===== config.mk =====
export PLATFORM = sky130hd
export DESIGN_NAME = vdec_top
export DESIGN_NICKNAME = d
export VERILOG_FILES = /design/src/rtl/vdec_pkg.sv /design/src/rtl/vdec_sub_pick.sv /design/src/rtl/vdec_group_decode.sv /design/src/rtl/vdec_onehot.sv /design/src/rtl/vdec_top.sv
export SDC_FILE = /design/constraint.sdc
export NUM_CORES = 1
export LEC_CHECK = 0
export BUFFER_PORTS_ARGS = -buffer_cell sky130_fd_sc_hd__clkbuf_2
export CAP_MARGIN = 20
export CORE_ASPECT_RATIO = 1.5
export CORE_UTILIZATION = 30
export DETAILED_ROUTE_END_ITERATION = 12
export GPL_ROUTABILITY_DRIVEN = 0
export SLEW_MARGIN = 20
export SYNTH_ARGS = -nofsm -noshare
export SYNTH_HDL_FRONTEND = slang
export SYNTH_SLANG_ARGS = --single-unit

===== constraint.sdc =====
create_clock -name clk -period 2.2 [get_ports clk]
set_clock_uncertainty 0.1 [all_clocks]
set_input_delay 0.33 -clock clk [delete_from_list [all_inputs] [get_ports clk]]
set_output_delay 0.33 -clock clk [all_outputs]
set_load 0.02 [all_outputs]

===== src/rtl/vdec_pkg.sv =====
package vdec_pkg;
  localparam int ADDR_W    = 16;
  localparam int VAR_W     = 3;
  localparam int SUB_W     = 2;
  localparam int GRP_W     = 4;
  localparam int NUM_GRP   = 8;
  localparam int SUBS      = 1 << SUB_W;
  localparam int NUM_REGS  = NUM_GRP * SUBS;
  localparam int GIDX_W    = $clog2(NUM_GRP);
  localparam logic [GRP_W-1:0] IRQ_GROUP = 4'hF;

  typedef enum logic [VAR_W-1:0] {
    WIRE_A1_A2 = 3'd0,
    WIRE_A1_A0 = 3'd1,
    WIRE_A6_A7 = 3'd2,
    WIRE_A3_A2 = 3'd3,
    WIRE_A2_A3 = 3'd4,
    WIRE_A0_A1 = 3'd5
  } wiring_e;

  typedef logic [SUB_W-1:0] sub_t;
endpackage


===== src/rtl/vdec_sub_pick.sv =====
module vdec_sub_pick
  import vdec_pkg::*;
(
  input  logic [7:0]       addr_lo,
  input  logic [VAR_W-1:0] variant,
  output sub_t             sub,
  output logic             known
);
  always_comb begin
    known = 1'b1;
    sub   = '0;
    case (variant)
      WIRE_A1_A2: sub = {addr_lo[2], addr_lo[1]};
      WIRE_A1_A0: sub = {addr_lo[0], addr_lo[1]};
      WIRE_A6_A7: sub = {addr_lo[7], addr_lo[6]};
      WIRE_A3_A2: sub = {addr_lo[2], addr_lo[3]};
      WIRE_A2_A3: sub = {addr_lo[3], addr_lo[2]};
      WIRE_A0_A1: sub = {addr_lo[1], addr_lo[0]};
      default:    known = 1'b0;
    endcase
  end
endmodule


===== src/rtl/vdec_group_decode.sv =====
module vdec_group_decode
  import vdec_pkg::*;
(
  input  logic [GRP_W-1:0]  nibble,
  input  logic              wr_stb,
  input  logic              known,
  output logic              hit,
  output logic [GIDX_W-1:0] gidx
);
  assign hit  = wr_stb && known && nibble[GRP_W-1];
  assign gidx = nibble[GIDX_W-1:0];
endmodule


===== src/rtl/vdec_onehot.sv =====
module vdec_onehot
  import vdec_pkg::*;
(
  input  logic              en,
  input  logic [GIDX_W-1:0] gidx,
  input  sub_t              sub,
  output logic [NUM_REGS-1:0] onehot
);
  for (genvar g = 0; g < NUM_GRP; g++) begin : g_grp
    for (genvar s = 0; s < SUBS; s++) begin : g_sub
      assign onehot[g*SUBS+s] = en && (gidx == GIDX_W'(g)) && (sub == SUB_W'(s));
    end
  end
endmodule


===== src/rtl/vdec_top.sv =====
module vdec_top
  import vdec_pkg::*;
(
  input  logic              clk,
  input  logic              rst_n,
  input  logic              wr_stb,
  input  logic [15:0]       cpu_addr,
  input  logic [2:0]        variant,
  output logic              sel_valid,
  output logic [3:0]        sel_group,
  output logic [1:0]        sel_sub,
  output logic [31:0]       sel_onehot,
  output logic [3:0]        irq_we
);
  sub_t                sub_c;
  logic                known_c, hit_c;
  logic [GIDX_W-1:0]   gidx_c;
  logic [NUM_REGS-1:0] oh_c;

  vdec_sub_pick u_pick (
    .addr_lo (cpu_addr[7:0]),
    .variant (variant),
    .sub     (sub_c),
    .known   (known_c)
  );

  vdec_group_decode u_grp (
    .nibble (cpu_addr[ADDR_W-1 -: GRP_W]),
    .wr_stb (wr_stb),
    .known  (known_c),
    .hit    (hit_c),
    .gidx   (gidx_c)
  );

  vdec_onehot u_oh (
    .en     (hit_c),
    .gidx   (gidx_c),
    .sub    (sub_c),
    .onehot (oh_c)
  );

  always_ff @(posedge clk) begin
    if (!rst_n) begin
      sel_valid  <= 1'b0;
      sel_group  <= '0;
      sel_sub    <= '0;
      sel_onehot <= '0;
      irq_we     <= '0;
    end else begin
      sel_valid  <= hit_c;
      sel_group  <= hit_c ? cpu_addr[ADDR_W-1 -: GRP_W] : '0;
      sel_sub    <= hit_c ? sub_c : '0;
      sel_onehot <= oh_c;
      irq_we     <= oh_c[NUM_REGS-1 -: SUBS];
    end
  end

  // low half of the address space never selects
  p_low_addr_quiet_r1: assert property (@(posedge clk) disable iff (!rst_n)
    (wr_stb && !cpu_addr[15]) |=> (!sel_valid && sel_onehot == '0 && irq_we == '0));

  // no strobe, no select
  p_no_stb_r2: assert property (@(posedge clk) disable iff (!rst_n)
    !wr_stb |=> !sel_valid);

  // group follows the address nibble
  p_group_r3: assert property (@(posedge clk) disable iff (!rst_n)
    sel_valid |-> sel_group[3]);

  // one-hot vector agrees with the valid pulse
  p_onehot_r8: assert property (@(posedge clk) disable iff (!rst_n)
    $countones(sel_onehot) == (sel_valid ? 1 : 0));

  // interrupt strobes only in the $F group
  p_irq_group_r9: assert property (@(posedge clk) disable iff (!rst_n)
    (irq_we != '0) |-> (sel_valid && sel_group == IRQ_GROUP && $onehot0(irq_we)));

  // unsupported wiring codes stay silent
  p_bad_variant_r10: assert property (@(posedge clk) disable iff (!rst_n)
    (variant > 3'd5) |=> !sel_valid);
endmodule


Word-level counts from Yosys, hierarchy flattened

Index checks and enable logic that the tools add are counted.

Output and inout bits: 43
Register bits: 43
Logic and storage cells: 69
Input bits: 22

Eq/ne operators: 15
Muxes and demuxes: 2
Reductions and logical operators: 47

Operators by type and width:

| kind               | count |
|---|---|
| $logic_and 1x1->1  | 42 |
| $eq 3x3->1 const B | 6 |
| $eq 3x2->1 const B | 4 |
| $pmux 2 s6         | 1 |
| $eq 3x1->1 const B | 2 |
| $logic_not 3->1    | 2 |
| $reduce_or 6->1    | 1 |
| $eq 2x2->1 const B | 2 |
| $eq 2x1->1 const B | 1 |
| $logic_not 2->1    | 1 |
| $reduce_and 2->1   | 1 |
| $mux 1             | 1 |

Depth between registers and ports, before layout

Gate-level depths: netlist (run 1).

Word-level depth: 7
Depth in mapped cells: 7
Gate-level depth less buffers: 4

Cells and area by module

Synthesis (run 1) repeated with hierarchy kept, for this count alone.

Cells, all modules: 153
Area total of the unflattened synthesis: 1488.9 µm²

Modules (own cells, without submodules):

| module            | area each (µm²) | seq. area each (µm²) | cells each | instances |
|---|---|---|---|---|
| vdec_top          | 1087.3          | 780.7                | 86         | 1 |
| vdec_onehot       | 271.5           | 0.0                  | 50         | 1 |
| vdec_sub_pick     | 101.3           | 0.0                  | 13         | 1 |
| vdec_group_decode | 28.8            | 0.0                  | 4          | 1 |

Least setup slack after synthesis (run 1)

OpenSTA, ideal clock, no wires.

Kind: input to register
Start: input port variant[2]
End: register sel_onehot[22]
Library setup time: 0.073 ns
Cell stages on the path: 6
Arrival: 1.524 ns
Setup slack: 0.503 ns
Data required time: 2.027 ns
Buffers on the path: 2
Cell sequence: buf_6 and2_4 buf_6 nor3b_4 or3b_4 nor3_2

Word-level cells in the longest chain between the ends: 7
Elaborated cells on any way between the ends: 14
Those cells by class: eq/ne: 6; mux: 2; reduce/logical: 6

RTL lines:

| item                                     | RTL line                | RTL |
|---|---|---|
| start: declaration                       | vdec_top.sv:8           | `input logic [2:0] variant,` |
| $eq 3x1->1, or another cell as far along | vdec_sub_pick.sv:12     | `case (variant)` |
| $reduce_or 6->1 (no line)                | -                       |  |
| $mux 1                                   | vdec_sub_pick.sv:12     |  |
| $logic_and 1x1->1 (2 in series)          | vdec_group_decode.sv:10 | `assign hit = wr_stb && known && nibble[GRP_W-1];` |
| $logic_and 1x1->1                        | vdec_onehot.sv:11       | `assign onehot[g*SUBS+s] = en && (gidx == GIDX_W'(g)) && (sub == SUB_W'(s));` |
| $logic_and 1x1->1 *                      | vdec_onehot.sv:11       |  |
| end signal: assignment                   | vdec_top.sv:53          | `sel_onehot <= oh_c;` |
| end: declaration                         | vdec_top.sv:12          | `output logic [31:0] sel_onehot,` |

Every way passes the cells marked *; elsewhere a longest branch is shown, timed or not.
A chain may end at the register's enable or synchronous reset.

Worst setup path in the final report (run 1)

Start: input port variant[0]
End: register sel_onehot[8]

Same word-level chain as after synthesis.

==> flow_summary.json, run 1 <==
{
  "vias_per_cell": 4.603,
  "p_sw_frac": 0.2385,
  "worst_path_max_delay_cell": "a2111oi_2",
  "design.core.area_um2": 4245,
  "cts_sinks": 39,
  "hold_viol": 0,
  "hold_end": "sel_group[0]$_SDFF_PN0_",
  "synthesis.nets": 149,
  "grt_usage": 0.1277,
  "rsz0062_at_grt": "false",
  "leakagePower_nw": 0.7659,
  "endpoint_kind": "flop",
  "syn_inst": 127,
  "num-fill-cells": 422,
  "ctsResizeCount": 0,
  "power_frac_clock": 0.351,
  "layout-drive-gt1-share": 0.4362,
  "start_kind": "primary input",
  "crit_family": "compound AO/OA/AOI/OAI gates",
  "status": "finished, final reports clean",
  "power_frac_seq": 0.556,
  "pin_count": 65,
  "multi_input_area_um2": 467.9,
  "cts_buffer_depth": 2,
  "cp_max_fo": 5,
  "min_path_cells": 2,
  "period_share": 0.7694,
  "ir_drop_uv": 513.6,
  "ant_nets": 0,
  "num_rows": 29,
  "synth.avg_cell_area_um2": 10.48,
  "wl_per_cell_um": 11.93,
  "port_buffers": 58,
  "grt_overflow": 0,
  "slew-limit-headroom": 0.6059,
  "die_h_um": 83.59,
  "cts_setup_buffers": 0,
  "seqCellArea_um2": 780.7,
  "syn_area_um2": 1331,
  "cts_htree_levels": 2,
  "hold_slack_ns": 0.2777,
  "cp_data_required_time_ns": 2.29,
  "fin_cells": 234,
  "area_delta_synth_final_pct": 30.26,
  "synth_cell_types": 29,
  "cp_cell_sequence": "clkbuf_2 > mux2_2 > a2111oi_2 > nand2_1 > nor3_1",
  "num_vias": 1077,
  "grt_pass1_vias": 1038,
  "antenna_cells": 0,
  "dp_cells": 226,
  "p_int_mw": 0.9753,
  "crit_type": "in -> reg",
  "power.density_nw_per_um2": 738.5,
  "cts_made_buffers": 5,
  "power_frac_comb": 0.093,
  "max_freq_ghz": 0.5908,
  "setup_viol": 0,
  "hpwl_mm": 2.149,
  "yosysWarningCount": 0,
  "dpl_worst_slack_ns": 0.2308,
  "finalSetupTns_ns": 0,
  "postCtsHoldBufs": 0,
  "cts_root_buf": "clkbuf_8",
  "wirelength_mm": 2.791,
  "worst_pin_slew_ns": 0.5901,
  "path_clk_slew_ns": 0.07,
  "p_sw_mw": 0.3054,
  "slowest_delay_ns": 0.61,
  "grt_max_degree": 15,
  "drt_iter0_markers": 11,
  "yosysSeqAreaShare": 0.5865,
  "cts_tree": "yes",
  "synth_seq_cells": 39,
  "arrival_ns": 1.79,
  "antenna_found_initial": 0,
  "initial_utilization": 0.3136,
  "worst_hold_path_type": "in -> reg",
  "nets": 209,
  "crit_buf_inv": 1,
  "worst_slack_ns": 0.5073,
  "maxCapViolations": 0,
  "grt_pass1_wl_mm": 4.540,
  "period_needed_ns": 1.693,
  "first_pass_iters": 4,
  "dieWidth_um": 56.39,
  "drcViolationCount": 0,
  "drv_slew": 0,
  "min-delay-start": "cpu_addr[12]",
  "die_area_um2": 4713
}
-- power groups by stage --
stage          sequential [mW]  clock [mW]  combinational, mW
5_1_grt                  0.712       0.498              0.130
3_3_place_gp             0.729           0              0.119
4_1_cts                  0.712       0.464              0.120
6_report                 0.712       0.450              0.119
2_1_floorplan            0.736           0             0.0721
3_5_place_dp             0.729           0              0.119
-- placed cells by master, fill, tap and decap left out, drive strengths merged --
master    Yosys  layout
dfxtp        39      39
and2          4       4
buf          10       7
clkinv        0       1
mux2i         1       1
nor4          2       2
nand2         8       8
nand2b        1       1
mux2          1       1
nor2          7       7
a211oi        1       1
clkbuf        2      64
clkinvlp      0       1
nor3         32      32
or3b          1       1
nand4b        2       2
nor2b         3       3
nand3b        2       2
a21oi         1       1
nor3b         2       2
nand3         3       3
or4b          1       1
or2           1       1
a2111oi       1       1
or3           1       1
o21ai         1       1
-- cell usage after synthesis (all sizes together) --
library cell  count  area [µm²]
dfxtp            39       780.8
nor3             32       180.2
buf              10       75.07
nand2             8       30.03
nor2              7       26.28
and2              4       27.53
nand3             3       15.01
nor2b             3       18.77
clkbuf            2       7.510
nand3b            2       15.01
nand4b            2       17.52
nor3b             2       26.28
nor4              2       12.51
a2111oi           1       15.01
a211oi            1       12.51
a21oi             1       5.000
mux2              1       11.26
mux2i             1       10.01
nand2b            1       6.260
o21ai             1       5.000
or2               1       6.260
or3               1       6.260
or3b              1       11.26
or4b              1       10.01
-- through the flow --
stage	power, mW	cell area [µm²]	utilization
after global routing	1.341	1734	0.4085
after global placement	0.8474	1649	0.3884
after CTS	1.296	1734	0.4085
after detailed placement	0.8481	1649	0.3884
after floorplan	0.8077	1331	-
final	1.281	1734	0.4085
-- flip-flops by register name, indices dropped and copies added, names as in the netlist --
register,flops
sel_onehot,32
sel_sub,2
sel_group,4
sel_valid,1
-- final cells by class --
cell class / instances / area share
repair buffers: 65 / 0.1977
flip-flops and latches: 39 / 0.4502
well taps: 46 / 0.03319
multi-input cells: 76 / 0.2698
clock buffers: 6 / 0.04185
clock inverters: 2 / 0.007215
-- layer usage --
layer | global-route usage | vias to the layer above | routed length (µm)
met5 | 0 | - | 0
met4 | 0.08204 | 0 | 71
met3 | 0.04031 | 5 | 128
met2 | 0.2165 | 35 | 1441
met1 | 0.1333 | 483 | 1150
li1 | - | 554 | -
-- kinds of logic after synthesis --
| group | Yosys count | synth area share |
|---|---|---|
| AO/OA/AOI/OAI | 4 | 0.02818 |
| multiplexers | 2 | 0.01598 |
| buffers and inverters | 12 | 0.06203 |
| AND/OR/NAND/NOR | 70 | 0.3073 |
| flip-flops | 39 | 0.5865 |
-- worst max path at each step --
stage,end,slack [ns],cells past startpoint,startpoint
6_report,sel_onehot[8]$_SDFF_PN0_,0.51,5,variant[0]
2_1_floorplan,sel_onehot[22]$_SDFF_PN0_,0.50,6,variant[2]
4_1_cts,sel_onehot[26]$_SDFF_PN0_,0.52,5,variant[0]
3_3_place_gp,sel_onehot[1]$_SDFF_PN0_,0.27,5,variant[0]
5_1_grt,sel_onehot[24]$_SDFF_PN0_,0.32,5,variant[0]
3_5_place_dp,sel_onehot[26]$_SDFF_PN0_,0.23,5,variant[0]
No activity file was read; power rests on OpenSTA's default activity.
==> inputs of run 2 (changes only) <==
- ABC_AREA: unset -> 1
- clock period: 2.2 -> 1.5 ns (I/O delays scaled with it)
==> flow_summary.json, run 2 <==
{
  "power.density_nw_per_um2": 1239,
  "wl_per_cell_um": 10.34,
  "synth_compound_area_frac": 0.004032,
  "drcViolationCount": 0,
  "wirelength_mm": 2.553,
  "dp_cells": 239,
  "grt_overflow": 0,
  "top_register": "sel_onehot",
  "crit_family": "flip-flops",
  "hold_end": "sel_group[0]$_SDFF_PN0_",
  "cts_sinks": 39,
  "multi_input_area_um2": 374.1,
  "worst_pin_slew_ns": 0.2103,
  "drt_iter0_markers": 9,
  "synth_cell_types": 16,
  "vias_per_cell": 4.206,
  "num_vias": 1039,
  "synth-simple-area-share": 0.2974,
  "synth_seq_cells": 39,
  "port_buffers": 58,
  "setup_viol": 0,
  "synth_common_cells": "nor2_1 (40), dfxtp_1 (39), nand2_1 (16)",
  "cp_max_fo": 2,
  "slowest_delay_ns": 0.34,
  "synth.avg_cell_area_um2": 8.866,
  "die_h_um": 80.78,
  "biggestRegsByFlops": "sel_onehot: 32 flops, sel_group: 4 flops, sel_sub: 2 flops",
  "syn_area_um2": 1241,
  "hold_viol": 0,
  "synth_top_cell_area_share": 0.6290,
  "period_share": 0.7485,
  "area_delta_synth_final_pct": 34.98,
  "cts_made_buffers": 5,
  "antenna_found_initial": 0,
  "crit_type": "reg -> out",
  "design.core.area_um2": 3959,
  "antenna_cells": 0,
  "seqCellArea_um2": 780.7,
  "status": "finished, final reports clean",
  "p_total_mw": 2.075,
  "cp_data_required_time_ns": 1.17,
  "cts_buffer_depth": 2,
  "synthMuxAreaShare": 0,
  "synth_top_cells_by_area": "dfxtp_1 (63%), nor2_1 (12%), nand2_1 (4.8%)",
  "synthFlopType": "dfxtp_1",
  "min_path_cells": 3,
  "power_frac_comb": 0.071,
  "synth_xor_area_frac": 0,
  "critPathLaunch": "sel_onehot[29]$_SDFF_PN0_",
  "finalSetupTns_ns": 0,
  "maxCapViolations": 0,
  "power_frac_clock": 0.426,
  "nets": 223,
  "min-delay-start": "cpu_addr[12]",
  "async_flop_share": 0,
  "hpwl_mm": 2.005,
  "fin_cells": 247,
  "grt_pass1_wl_mm": 4.029,
  "final_common_cell": "clkbuf_2",
  "fin_area_um2": 1675,
  "largest_register_ffs": 32,
  "cts_tree": "yes",
  "crit_buf_inv": 1,
  "fin_util": 0.4232,
  "grt_pass1_vias": 923,
  "p_sw_frac": 0.2169,
  "cts_htree_levels": 2,
  "ir_drop_uv": 801.3,
  "endpoint_kind": "output port",
  "leakagePower_nw": 0.8647,
  "pin_count": 65,
  "period_needed_ns": 1.123,
  "cts_root_buf": "clkbuf_8",
  "layout-drive-gt1-share": 0.3911,
  "rsz0062_at_grt": "false",
  "cp_cell_sequence": "clkbuf_2",
  "synth_top_area_cell": "dfxtp_1",
  "post-synth-top-count-cell": "nor2_1",
  "grt_usage": 0.1289,
  "power_frac_seq": 0.503,
  "synth_edf_count": 0,
  "path_clk_slew_ns": 0.07,
  "final_cell_mix": "clkbuf_2 (58), nor2_1 (40), dfxtp_1 (39)",
  "num_rows": 28,
  "placed_area_um2": 1558,
  "drv_slew": 0,
  "worst_slack_ns": 0.3773,
  "postCtsHoldBufs": 0,
  "worst_hold_path_type": "in -> reg",
  "synthesis.nets": 162,
  "grt_max_degree": 13,
  "dieWidth_um": 54.52,
  "dpl_worst_slack_ns": 0.1042,
  "syn_inst": 140,
  "hold_slack_ns": 0.1108,
  "yosysWarningCount": 0,
  "arrival_ns": 0.80,
  "p_int_mw": 1.625,
  "p_sw_mw": 0.4500,
  "slew-limit-headroom": 0.8597,
  "start_kind": "flop",
  "synth_top_family_by_area": "simple AND/OR/NAND/NOR gates",
  "first_pass_iters": 4,
  "yosysSeqAreaShare": 0.6290,
  "num-fill-cells": 431,
  "die_area_um2": 4404,
  "ctsResizeCount": 0,
  "synth_fa_ha_area_frac": 0,
  "ant_nets": 0,
  "initial_utilization": 0.3135,
  "max_freq_ghz": 0.8907,
  "cts_setup_buffers": 0,
  "worst_path_max_delay_cell": "dfxtp_1"
}
run 2: cell types whose count changed in the layout (fill, tap and decap cells not counted), moves of 4 or more:
cell / before / now
nor3_1: 28 / 0
buf_4: 7 / 0
inv_1: 0 / 12
nor2_1: 7 / 40
nand2_2: 0 / 4
nor3_2: 4 / 0
nand3_1: 3 / 10
nand2_1: 8 / 16
run 2: worst max-delay path by stage:
stage	end	slack, ns	cells past startpoint
2_1_floorplan	sel_onehot[0]$_SDFF_PN0_	0.44	6
3_3_place_gp	sel_onehot[9]$_SDFF_PN0_	0.14	7
3_5_place_dp	sel_onehot[9]$_SDFF_PN0_	0.10	7
4_1_cts	sel_onehot[29]	0.37	1
5_1_grt	sel_onehot[27]$_SDFF_PN0_	0.29	7
6_report	sel_onehot[29]	0.38	1
run 2: area by class of cell:
type                            count  area share
Tap cell                           45     0.03361
Clock buffer                        6     0.04929
Multi-Input combinational cell     82      0.2233
Inverter                           15     0.03361
Clock inverter                      2     0.02091
Sequential cell                    39      0.4660
Timing Repair Buffer               58      0.1733
run 2: per-layer routing:
layer	global-route usage	routed length, µm	share of wire	vias to the layer above
li1	-	-	-	543
met1	0.1475	1049	0.41	447
met2	0.2098	1301	0.51	43
met3	0.02996	132	0.052	6
met4	0.07692	70	0.027	0
met5	0	0	0	-
run 2: cell families (layout without fill, tap and decap cells):
kind of cell           after synthesis  count (layout)
AO/OA/AOI/OAI                        1               1
AND/OR/NAND/NOR                     81              81
buffers and inverters               19              81
flip-flops                          39              39
run 2: power by group through the flow:
stage	clock network, mW	registers (mW)	logic [mW]
after floorplan	0	1.08	0.0813
after global placement	0	1.07	0.147
after detailed placement	0	1.07	0.149
after CTS	0.897	1.04	0.149
after global routing	0.945	1.05	0.166
final	0.883	1.04	0.147
==> inputs of run 3 (changes only) <==
- ABC_AREA: 1 -> 0
- clock period: 1.5 -> 1 ns (I/O delays scaled with it)
==> flow_summary.json, run 3 (synthesis gave the netlist of run 1 again) <==
{
  "ir_drop_uv": 996.1,
  "p_int_mw": 2.292,
  "final_cell_mix": "buf_8 (41), dfxtp_2 (36), nor3_2 (25)",
  "postCtsHoldBufs": 0,
  "worst_hold_path_type": "in -> reg",
  "cp_data_required_time_ns": 1.12,
  "power_frac_seq": 0.502,
  "power_frac_clock": 0.331,
  "setup_viol": 47,
  "design.core.area_um2": 4245,
  "period_needed_ns": 1.234,
  "die_area_um2": 4713,
  "largest_register_ffs": 32,
  "final_common_cell": "buf_8",
  "period_share": 1.234,
  "cp_max_fo": 5,
  "p_sw_mw": 0.8359,
  "antenna_cells": 0,
  "use_met2": 0.2879,
  "p_total_mw": 3.127,
  "dpl_worst_slack_ns": -0.6526,
  "fin_cells": 253,
  "hold_slack_ns": 0.1228,
  "maxCapViolations": 0,
  "layout-drive-gt1-share": 0.8889,
  "grt_max_degree": 14,
  "hold_end": "sel_onehot[1]$_SDFF_PN0_",
  "leakagePower_nw": 1.083,
  "drcViolationCount": 0,
  "min-delay-start": "cpu_addr[13]",
  "worst_pin_slew_ns": 0.3369,
  "rsz0062_at_grt": "true",
  "nets": 228,
  "slew-limit-headroom": 0.7747,
  "use_met3": 0.03566,
  "cts_made_buffers": 5,
  "cts_buffer_depth": 2,
  "cts_sinks": 39,
  "arrival_ns": 1.36,
  "ant_nets": 0,
  "cts_htree_levels": 2,
  "drt_iter0_markers": 12,
  "cts_tree": "yes",
  "cts_root_buf": "clkbuf_8",
  "crit_type": "in -> reg",
  "num-fill-cells": 313,
  "pin_count": 65,
  "port_buffers": 58,
  "initial_utilization": 0.3136,
  "p_sw_frac": 0.2673,
  "hpwl_mm": 2.199,
  "top_usage_layer": "met2",
  "antenna_found_initial": 0,
  "biggestRegsByFlops": "sel_onehot: 32 flops, sel_group: 4 flops, sel_sub: 2 flops",
  "status": "finished, violations left",
  "start_kind": "primary input",
  "num_rows": 29,
  "grt_pass1_wl_mm": 5.920,
  "min_path_cells": 3,
  "failed_checks": "negative setup slack",
  "wl_per_cell_um": 14.11,
  "grt_overflow": 0,
  "area_delta_synth_final_pct": 104.9,
  "num_vias": 1233,
  "power_frac_comb": 0.167,
  "top_register": "sel_onehot",
  "die_h_um": 83.59,
  "max_freq_ghz": 0.8101,
  "endpoint_kind": "flop",
  "drv_slew": 0,
  "grt_usage": 0.1617,
  "dp_cells": 240,
  "dieWidth_um": 56.39,
  "wirelength_mm": 3.571,
  "first_pass_iters": 4,
  "power.density_nw_per_um2": 1147,
  "grt_pass1_vias": 1271,
  "path_clk_slew_ns": 0.07,
  "vias_per_cell": 4.874,
  "hold_viol": 0,
  "met1_usage": 0.1766,
  "worst_slack_ns": -0.2344
}
[run 3: how the worst max path moves through the flow]
stage                                      to  slack (ns)  startpoint
floorplan           sel_onehot[20]$_SDFF_PN0_       -0.50  variant[2]
global placement    sel_onehot[24]$_SDFF_PN0_       -0.62  variant[0]
detailed placement  sel_onehot[26]$_SDFF_PN0_       -0.65  variant[0]
CTS                 sel_onehot[24]$_SDFF_PN0_       -0.21  variant[0]
global route         sel_onehot[5]$_SDFF_PN0_       -0.26  variant[0]
finish              sel_onehot[24]$_SDFF_PN0_       -0.23  variant[0]
[run 3: layout make-up]
type | instances | area (µm²) | area share
Clock buffer | 5 | 68.82 | 0.02523
Clock inverter | 3 | 20.02 | 0.007339
Multi-Input combinational cell | 77 | 772.0 | 0.2830
Sequential cell | 39 | 829.5 | 0.3041
Tap cell | 46 | 57.56 | 0.02110
Timing Repair Buffer | 83 | 979.7 | 0.3592
[run 3: critical path: stages]
cell       delay (ns)
clkbuf_16        0.13
mux2_4           0.32
a2111oi_4        0.30
buf_4            0.20
nand3_4          0.09
nor3_4           0.15
[run 3: metal layers]
layer,share of wire,routed length (µm)
met5,0,0
met4,0.024,84
met3,0.033,117
met2,0.57,2035
met1,0.37,1333
[run 3: repair_timing]
| item | CTS | global route |
|---|---|---|
| pin swaps | 20 | 5 |
| gates cloned | 2 | 0 |
| resized for setup | 170 | 66 |
| endpoints found under the setup margin | 77 | 77 |
| buffers inserted | 3 | 0 |
[run 3: metrics by stage]
step	setup TNS [ns]	util	area, µm²
floorplan	-11.63	-	1361
global placement	-18.51	0.4179	1774
detailed placement	-18.85	0.4179	1774
CTS	-5.817	0.6095	2587
global route	-8.002	0.6425	2728
finish	-6.404	0.6425	2728
[run 3: power groups by stage]
stage,Combinational (mW),Sequential [mW],Clock (mW)
finish,0.522,1.57,1.04
global route,0.556,1.57,1.13
CTS,0.476,1.57,1.06
detailed placement,0.314,1.60,0
global placement,0.313,1.60,0
floorplan,0.176,1.62,0
